## src/rtl/pio_pkg.sv

```systemverilog
package pio_pkg;
  localparam int OFS_W = 7;
  typedef logic [OFS_W-1:0] ofs_t;

  localparam ofs_t OFS_MODE   = 7'h00;
  localparam ofs_t OFS_DIR    = 7'h04;
  localparam ofs_t OFS_ODATA  = 7'h08;
  localparam ofs_t OFS_IDATA  = 7'h0C;
  localparam ofs_t OFS_STAT   = 7'h10;
  localparam ofs_t OFS_CLR    = 7'h14;
  localparam ofs_t OFS_MASK   = 7'h18;
  localparam ofs_t OFS_UNMASK = 7'h1C;
  localparam ofs_t OFS_POL    = 7'h20;
  localparam ofs_t OFS_EDGE   = 7'h24;
  localparam ofs_t OFS_FILT   = 7'h28;
  localparam ofs_t OFS_BOTH   = 7'h4C;
endpackage

```

## src/rtl/pio_sync.sv

```systemverilog
module pio_sync #(
  parameter int WIDTH  = 32,
  parameter int STAGES = 2
) (
  input  logic             clk,
  input  logic             rst,
  input  logic [WIDTH-1:0] d,
  output logic [WIDTH-1:0] q
);
  logic [STAGES-1:0][WIDTH-1:0] chain;

  always_ff @(posedge clk) begin
    if (rst) chain[0] <= '0;
    else     chain[0] <= d;
  end

  for (genvar s = 1; s < STAGES; s++) begin : g_stage
    always_ff @(posedge clk) begin
      if (rst) chain[s] <= '0;
      else     chain[s] <= chain[s-1];
    end
  end

  assign q = chain[STAGES-1];
endmodule

```

## src/rtl/pio_detect.sv

```systemverilog
// Per-pin pending logic: level pins track the qualified level, edge pins latch.
module pio_detect #(
  parameter int NPINS = 32
) (
  input  logic             clk,
  input  logic             rst,
  input  logic [NPINS-1:0] pad_s,
  input  logic [NPINS-1:0] mode,
  input  logic [NPINS-1:0] pol,
  input  logic [NPINS-1:0] edge_sel,
  input  logic [NPINS-1:0] both,
  input  logic [NPINS-1:0] clr,
  output logic [NPINS-1:0] status
);
  logic [NPINS-1:0] pad_prev;

  always_ff @(posedge clk) begin
    if (rst) pad_prev <= '0;
    else     pad_prev <= pad_s;
  end

  for (genvar i = 0; i < NPINS; i++) begin : g_pin
    logic lvl_now, lvl_old, hit, nxt;
    always_comb begin
      lvl_now = pad_s[i] ^ pol[i];
      lvl_old = pad_prev[i] ^ pol[i];
      hit     = both[i] ? (pad_s[i] ^ pad_prev[i]) : (lvl_now & ~lvl_old);
      if (edge_sel[i]) nxt = (status[i] & ~clr[i]) | hit;  // a new event wins over a clear
      else             nxt = lvl_now;
      nxt = nxt & mode[i];
    end
    always_ff @(posedge clk) begin
      if (rst) status[i] <= 1'b0;
      else     status[i] <= nxt;
    end
  end
endmodule

```

## src/rtl/pio_bank.sv

```systemverilog
module pio_bank
  import pio_pkg::*;
#(
  parameter int NPINS       = 32,
  parameter int SYNC_STAGES = 2
) (
  input  logic             clk,
  input  logic             rst,
  input  logic             bus_sel,
  input  logic             bus_wr,
  input  logic [6:0]       bus_addr,
  input  logic [31:0]      bus_wdata,
  output logic [31:0]      bus_rdata,
  input  logic [NPINS-1:0] pad_in,
  output logic [NPINS-1:0] pad_out,
  output logic [NPINS-1:0] pad_oe,
  output logic             irq
);
  logic [NPINS-1:0] r_mode, r_dir, r_odata, r_pol, r_edge, r_filt, r_both, r_en;
  logic [NPINS-1:0] pad_s, status, clr_vec, wd, idata_view;
  logic [31:0]      rd_mux;
  logic             wr_en, rd_en;

  assign wd    = bus_wdata[NPINS-1:0];
  assign wr_en = bus_sel & bus_wr;
  assign rd_en = bus_sel & ~bus_wr;

  pio_sync #(.WIDTH(NPINS), .STAGES(SYNC_STAGES)) u_sync (
    .clk(clk), .rst(rst), .d(pad_in), .q(pad_s)
  );

  assign clr_vec = (wr_en && bus_addr == OFS_CLR) ? wd : '0;

  pio_detect #(.NPINS(NPINS)) u_detect (
    .clk(clk), .rst(rst), .pad_s(pad_s), .mode(r_mode), .pol(r_pol),
    .edge_sel(r_edge), .both(r_both), .clr(clr_vec), .status(status)
  );

  always_ff @(posedge clk) begin
    if (rst) begin
      r_mode <= '0; r_dir <= '0; r_odata <= '0; r_pol <= '0;
      r_edge <= '0; r_filt <= '0; r_both <= '0; r_en <= '0;
    end else if (wr_en) begin
      case (bus_addr)
        OFS_MODE:   r_mode  <= wd;
        OFS_DIR:    r_dir   <= wd;
        OFS_ODATA:  r_odata <= wd;
        OFS_POL:    r_pol   <= wd;
        OFS_EDGE:   r_edge  <= wd;
        OFS_FILT:   r_filt  <= wd;
        OFS_BOTH:   r_both  <= wd;
        OFS_MASK:   r_en    <= r_en & wd;
        OFS_UNMASK: r_en    <= r_en | wd;
        default: ;
      endcase
    end
  end

  assign idata_view = (r_dir & r_odata) | (~r_dir & (pad_s ^ r_pol));

  always_comb begin
    rd_mux = '0;
    case (bus_addr)
      OFS_MODE:  rd_mux[NPINS-1:0] = r_mode;
      OFS_DIR:   rd_mux[NPINS-1:0] = r_dir;
      OFS_ODATA: rd_mux[NPINS-1:0] = r_odata;
      OFS_IDATA: rd_mux[NPINS-1:0] = idata_view;
      OFS_STAT:  rd_mux[NPINS-1:0] = status;
      OFS_MASK:  rd_mux[NPINS-1:0] = r_en;
      OFS_POL:   rd_mux[NPINS-1:0] = r_pol;
      OFS_EDGE:  rd_mux[NPINS-1:0] = r_edge;
      OFS_FILT:  rd_mux[NPINS-1:0] = r_filt;
      OFS_BOTH:  rd_mux[NPINS-1:0] = r_both;
      default: ;
    endcase
  end

  always_ff @(posedge clk) begin
    if (rst) begin
      bus_rdata <= '0;
      pad_out   <= '0;
      pad_oe    <= '0;
      irq       <= 1'b0;
    end else begin
      if (rd_en) bus_rdata <= rd_mux;
      pad_out <= r_odata ^ r_pol;
      pad_oe  <= r_dir & ~r_mode;
      irq     <= |(status & r_en);
    end
  end
endmodule

```

## config.mk

```make
export PLATFORM = sky130hd
export DESIGN_NAME = pio_bank
export DESIGN_NICKNAME = d
export VERILOG_FILES = /design/src/rtl/pio_pkg.sv /design/src/rtl/pio_sync.sv /design/src/rtl/pio_detect.sv /design/src/rtl/pio_bank.sv
export SDC_FILE = /design/constraint.sdc
export NUM_CORES = 1
export LEC_CHECK = 0
export ABC_AREA = 1
export BUFFER_PORTS_ARGS = -buffer_cell sky130_fd_sc_hd__buf_2
export CAP_MARGIN = 20
export CORE_MARGIN = 5
export CORE_UTILIZATION = 45
export DETAILED_ROUTE_END_ITERATION = 10
export GPL_TIMING_DRIVEN = 0
export PLACE_DENSITY = 0.62
export SYNTH_ARGS = -nofsm -noshare
export SYNTH_HDL_FRONTEND = slang
export SYNTH_SLANG_ARGS = --single-unit
```

## constraint.sdc

```tcl
create_clock -name clk -period 2.9 [get_ports clk]
set_clock_uncertainty 0.2 [all_clocks]
set_input_delay 0.29 -clock clk [delete_from_list [all_inputs] [get_ports clk]]
set_output_delay 0.29 -clock clk [all_outputs]
set_load 0.03 [all_outputs]
```

# [Yosys cells after proc, flatten, opt, wreduce, memory -nomap -nowiden]
# Index checks and enable logic that the tools add are counted.
[totals] ff_bits=481 input_bits=75 out_inout_bits=97 word_cells=439
[classes] eq_ne=11 muxes=67 n_bitwise=302 n_reduce_logical=12
[op_table] operator="$pmux W32 S10" count=1
[op_table] operator="$and A32 B32 Y32" count=5
[op_table] operator="$and A1 B1 Y1" count=98
[op_table] operator="$xor A1 B1 Y1" count=96
[op_table] operator="$not A1 Y1" count=65
[op_table] operator="$mux W1" count=64
[op_table] operator="$not A32 Y32" count=2
[op_table] operator="$or A32 B32 Y32" count=2
[op_table] operator="$pmux W32 S2" count=1
[op_table] operator="$xor A32 B32 Y32" count=2
[op_table] operator="$mux W32" count=1
[op_table] operator="$or A1 B1 Y1" count=32
[op_table] operator="$reduce_or A32 Y1" count=1
[op_table] operator="$eq A7 B5 Y1 const B" count=4
[op_table] operator="$eq A7 B6 Y1 const B" count=3
[op_table] operator="$reduce_and A2 Y1" count=8
[op_table] operator="$eq A7 B4 Y1 const B" count=2
[op_table] operator="$eq A7 B3 Y1 const B" count=1
[op_table] operator="$eq A7 B7 Y1 const B" count=1
[op_table] operator="$logic_not A7 Y1" count=1
[op_table] operator="$reduce_bool A2 Y1" count=1
[op_table] operator="$logic_and A1 B1 Y1" count=1

# [Depth between registers and ports, before layout]
[logic_depth] word_depth=8 ltp_mapped=11 depth_no_buf=10

# [Cells and area by module]
# From an unflattened synthesis, not the netlist that was laid out.
[unflattened] hier_cells=3365 hier_area_um2=22308.9
[by_module_without_submodules] mod="pio_bank" instances=1 cells_each=2359 area_per_inst_um2=16164.3 seq_area_each_um2=7066.8
[by_module_without_submodules] mod="pio_detect" instances=1 cells_each=775 area_per_inst_um2=4063.9 seq_area_each_um2=1281.2
[by_module_without_submodules] mod="pio_sync" instances=1 cells_each=231 area_per_inst_um2=2080.7 seq_area_each_um2=1281.2

# [Worst setup path after synthesis]
# No wires, ideal clock.
[synth_path] path_kind="input port to flip-flop" from="input port bus_addr[0]" to="register r_en[10]" setup_ns=0.132 arrival_ns=1.285 required_ns=2.568 setup_slack_ns=1.283 stages=9 path_buffers=1 path_cell_list="inv_2 nand2_2 nor2_4 nand2_1 a21oi_2 nand2_1 buf_2 nand2_1 a21oi_1"
[synth_via] elab_chain_len=3 word_cells_on_any_way=5 cone_classes="eq/ne: 2; mux: 1; reduce/logical: 2"
[synth_lines] element="start: declaration" line_no="pio_bank.sv:11" rtl="input logic [6:0] bus_addr,"
[synth_lines] element="$eq A7 B5 Y1" line_no="pio_bank.sv:44" rtl="case (bus_addr)"
[synth_lines] element="$reduce_bool A2 Y1 (no source line)"
[synth_lines] element="$reduce_and A2 Y1 (no source line)"
[synth_lines] element="end signal: assignment" line_no="pio_bank.sv:52" rtl="OFS_MASK: r_en <= r_en & wd;"
[synth_lines] element="end signal: assignment" line_no="pio_bank.sv:53" rtl="OFS_UNMASK: r_en <= r_en | wd;"
[synth_lines] element="end: declaration" line_no="pio_bank.sv:19" rtl="logic [NPINS-1:0] r_mode, r_dir, r_odata, r_pol, r_edge, r_filt, r_both, r_en;"
# Parallel ways exist; a longest one is shown, timed or not.
# A chain may end at the register's enable or synchronous reset.

# [Worst setup path in the final report]
[layout_path] from="input port bus_wr" to="register r_pol[14]"
[layout_via] elab_chain_len=2
[layout_lines] element="start: declaration" line_no="pio_bank.sv:10" rtl="input logic bus_wr,"
[layout_lines] element="$and A1 B1 Y1" line_no="pio_bank.sv:25" rtl="assign wr_en = bus_sel & bus_wr;"
[layout_lines] element="$reduce_and A2 Y1 (no source line)"
[layout_lines] element="end signal: assignment" line_no="pio_bank.sv:48" rtl="OFS_POL: r_pol <= wd;"
[layout_lines] element="end: declaration" line_no="pio_bank.sv:19"
# Every way passes these cells.

==> impl_results.md <==
* Setup_tns at 0 ns
* Combined global-route utilization of all metal layers at 0.324
* Detailed-route wire length per cell at roughly 22 um
* P per Cell Area at 575 mW/mm2
* CORE AREA at around 0.045 mm2
* Outcome: finished clean
* Sequential-to-total area share from yosys stat at 0.468
* Count of buffers from port buffering at 170
* Internal Power at 10.7 mW
* Highest attainable clock frequency at 351 MHz
* Synthesis-stage register bit count at 481
* Synthesized-area fraction occupied by and/or/nand/nor cells at 0.221
* Final routed wirelength across all metal layers at 85000 um
* CP required at ~3.2 ns
* Combinational share of power at 0.057
* Hold/Removal Path Class: in -> reg
* Worst-margin pin slew at 1.14 ns
* Number of vias per cell after detailed routing at 5.73
* FF-to-FF setup slack at 1.03 ns
* RSZ-0062 raised after global routing: no
* Tightest slew margin relative to the limit at 0.238
* Remaining global-route overflow at 0
* Cell types with the largest area share after synthesis: dfxtp_1, a21oi_1, nand2_1
* CP Capture Type: flop
* NumNets Final at 3225
* Switching share of power at 0.242
* Number of DRC violations after detailed-routing iteration 0 at 2498
* Maximum number of pins on one net before global-route repair at 14
* Critical R2R Launch: u_detect.status[14]$_SDFF_PP0_
* Vertical die dimension at 224 um
* Hold Fails Final Rpt at 0
* Area share of xor/xnor cells in the synthesized design at 0.00298
* CTS clock-pin slew for the worst setup and hold paths at 0.06 ns
* Count of different cell masters after synthesis at 28
* Cell with the largest stage delay on the worst path: clkbuf_1
* DRC violations left at 0
* Synthesized cell area at 0.0206 mm2
* Synthesized-area fraction occupied by ao, oa, aoi and oai cells at 0.209
* Post-CTS Setup Bufs at 0
* Pins Over Slew Limit at 0
* Leading cell types in the layout, fill and taps excluded: dfxtp_1, nand2_1, inv_1, a21oi_1, nand3_1
* Leading cell type in the layout, fill and taps excluded: dfxtp_1
* Main combinational cell family by area after synthesis: simple AND/OR/NAND/NOR gates
* Clock network power share at 0.467
* Kind of start point of the critical path: input port
* Total design power at 14.1 mW
* Mean cell area of the mapped netlist at 7.20 um2
* Number of stages on the worst hold path at 5
* Half-perimeter wire length after placement at 58100 um
* Post-Syn Instances at 2861
* Clock Path Buffers at 3
* Antenna violations before repair at 1
* H-tree depth at 2
* Number of buffers created by CTS at 52
* Share of post-route cells with drive strength above 1 at 0.103
* IR drop worst, VDD at 0.000417 V
* Adder-Cell Fraction of Synth Area at 0
* Minimum clock period after layout at 2.85 ns
* Hold_ws at 0.0615 ns
* Die width at 224 um
* Warnings from Yosys at 0
* Worst hold path endpoint: bus_rdata[0]$_SDFFE_PP0P_
* Number of gates resized after cts at 0
* Fraction of power consumed by sequential logic at 0.475
* Maximum capacitance violations at 0
* CP peak stage delay at 0.88 ns
* Master cell of the clock root buffer: clkbuf_16
* Clock insertion delay at the later pin of the skew report at 0.61 ns
* Number of primary I/O pins at 172
* Total via count after detailed routing at ~22k
* Number of global-route vias before repair at 20.7k
* Post-synth top area cell: dfxtp_1
* Signed area change from the synthesized netlist to the final layout at 19.1%
* Worst r2r path cells at 5
* FF-to-FF End: irq$_SDFF_PP0_
* 1st-pass router iterations at 8
* Final Cycle Share at 0.982
* Core Util, Final at 0.542
* Starting density of the core at 0.455
* Global-route wire length before repair at between 100000 and 150000 um
* Leakage power of the design at 10.6 nW
* Area fraction of the dominant cell type after synthesis at 0.468
* Switching power at 3.41 mW
* Source of the worst hold timing path: bus_sel
* Final setup violation count at 0
* Multiplexer share of the synthesized area at 0
* Die outline area at 0.0501 mm2
* Critical path arrival at 3.17 ns
* Number of buffers inserted by hold repair at cts at 65
* Number of sinks driven by the clock tree at about 480
* Critical Path, Cell by Cell: dlygate4sd3_1 > buf_2 > nand2_1 > inv_1 > nand3_1 > clkbuf_1 > o21ai_0 > a21oi_1
* Site Rows at 78
* Clock tree from TritonCTS: done
* Synthesized netlist net count at 2936
* WS Path Type: in -> reg
* Placer's final routability congestion estimate at just under 1
* Final ANT Viol Nets at 0
* Critical-path maximum fanout at 12
[routing by layer]
layer | GRT usage | up-vias | part of all wire
met5 | 0 | - | 0.000082
met3 | 0.0799 | 275 | 0.10
met2 | 0.515 | 1233 | 0.45
met1 | 0.407 | 10200 | 0.39
met4 | 0.176 | 2 | 0.058
li1 | - | 10000 | -
[power by group through the flow]
stage	registers, mW	clock network, mW	logic [mW]
floorplan	6.84	0	0.357
global placement	6.85	0	0.701
detailed placement	6.85	0	0.712
CTS	6.70	6.63	0.783
global route	6.71	6.90	0.858
finish	6.70	6.59	0.810
[synthesized netlist by cell type (all sizes together)]
cell type / n
clkinv: 2
nand3: 318
o211ai: 64
a21oi: 322
a31oi: 64
a22o: 14
a211oi: 32
clkbuf: 104
buf: 69
inv: 352
nand2: 425
dfxtp: 481
o21ai: 288
xor2: 7
nor2: 266
nand4: 2
nor3: 26
and2: 25
[worst max path at each step]
stage / start / to / cells past startpoint
2_1_floorplan: bus_addr[0] / r_en[10]$_SDFFE_PP0P_ / 9
3_3_place_gp: bus_wr / r_odata[21]$_SDFFE_PP0P_ / 6
3_5_place_dp: bus_wr / r_odata[22]$_SDFFE_PP0P_ / 7
4_1_cts: bus_wr / r_odata[25]$_SDFFE_PP0P_ / 8
5_1_grt: bus_wr / r_pol[20]$_SDFFE_PP0P_ / 8
6_report: bus_wr / r_pol[14]$_SDFFE_PP0P_ / 8
[stage by stage]
stage,worst slack [ns],instances,cell area [um2]
finish,0.0528,3791,24500
global route,0.0678,3789,24500
CTS,0.279,3789,24500
detailed placement,0.228,3631,22200
global placement,0.257,3631,22200
floorplan,1.28,2861,20600
[final cells by class]
| class | instances | area [um2] |
|---|---|---|
| antenna | 2 | 5.00 |
| buffer | 173 | 732 |
| clock buffer | 81 | 1570 |
| clock inverter | 12 | 96.3 |
| fill | 4522 | 20800 |
| inverter | 354 | 1330 |
| multi-input combinational | 1853 | 8900 |
| sequential | 481 | 9630 |
| tap | 600 | 751 |
| timing repair buffer | 235 | 1500 |
[critical path: cells and delay by family]
| family | cells | cell delay [ns] |
|---|---|---|
| buffers and inverters | 4 | 1.70 |
| AOI/OAI and AO/OA | 2 | 0.36 |
| and+or+nand+nor | 2 | 0.81 |
[kinds of logic after synthesis]
family          after synthesis
compound gates              784
xor+xnor                      7
buf+inv                     527
flops                       481
simple gates               1062
Power figures use the tool's default switching activity.
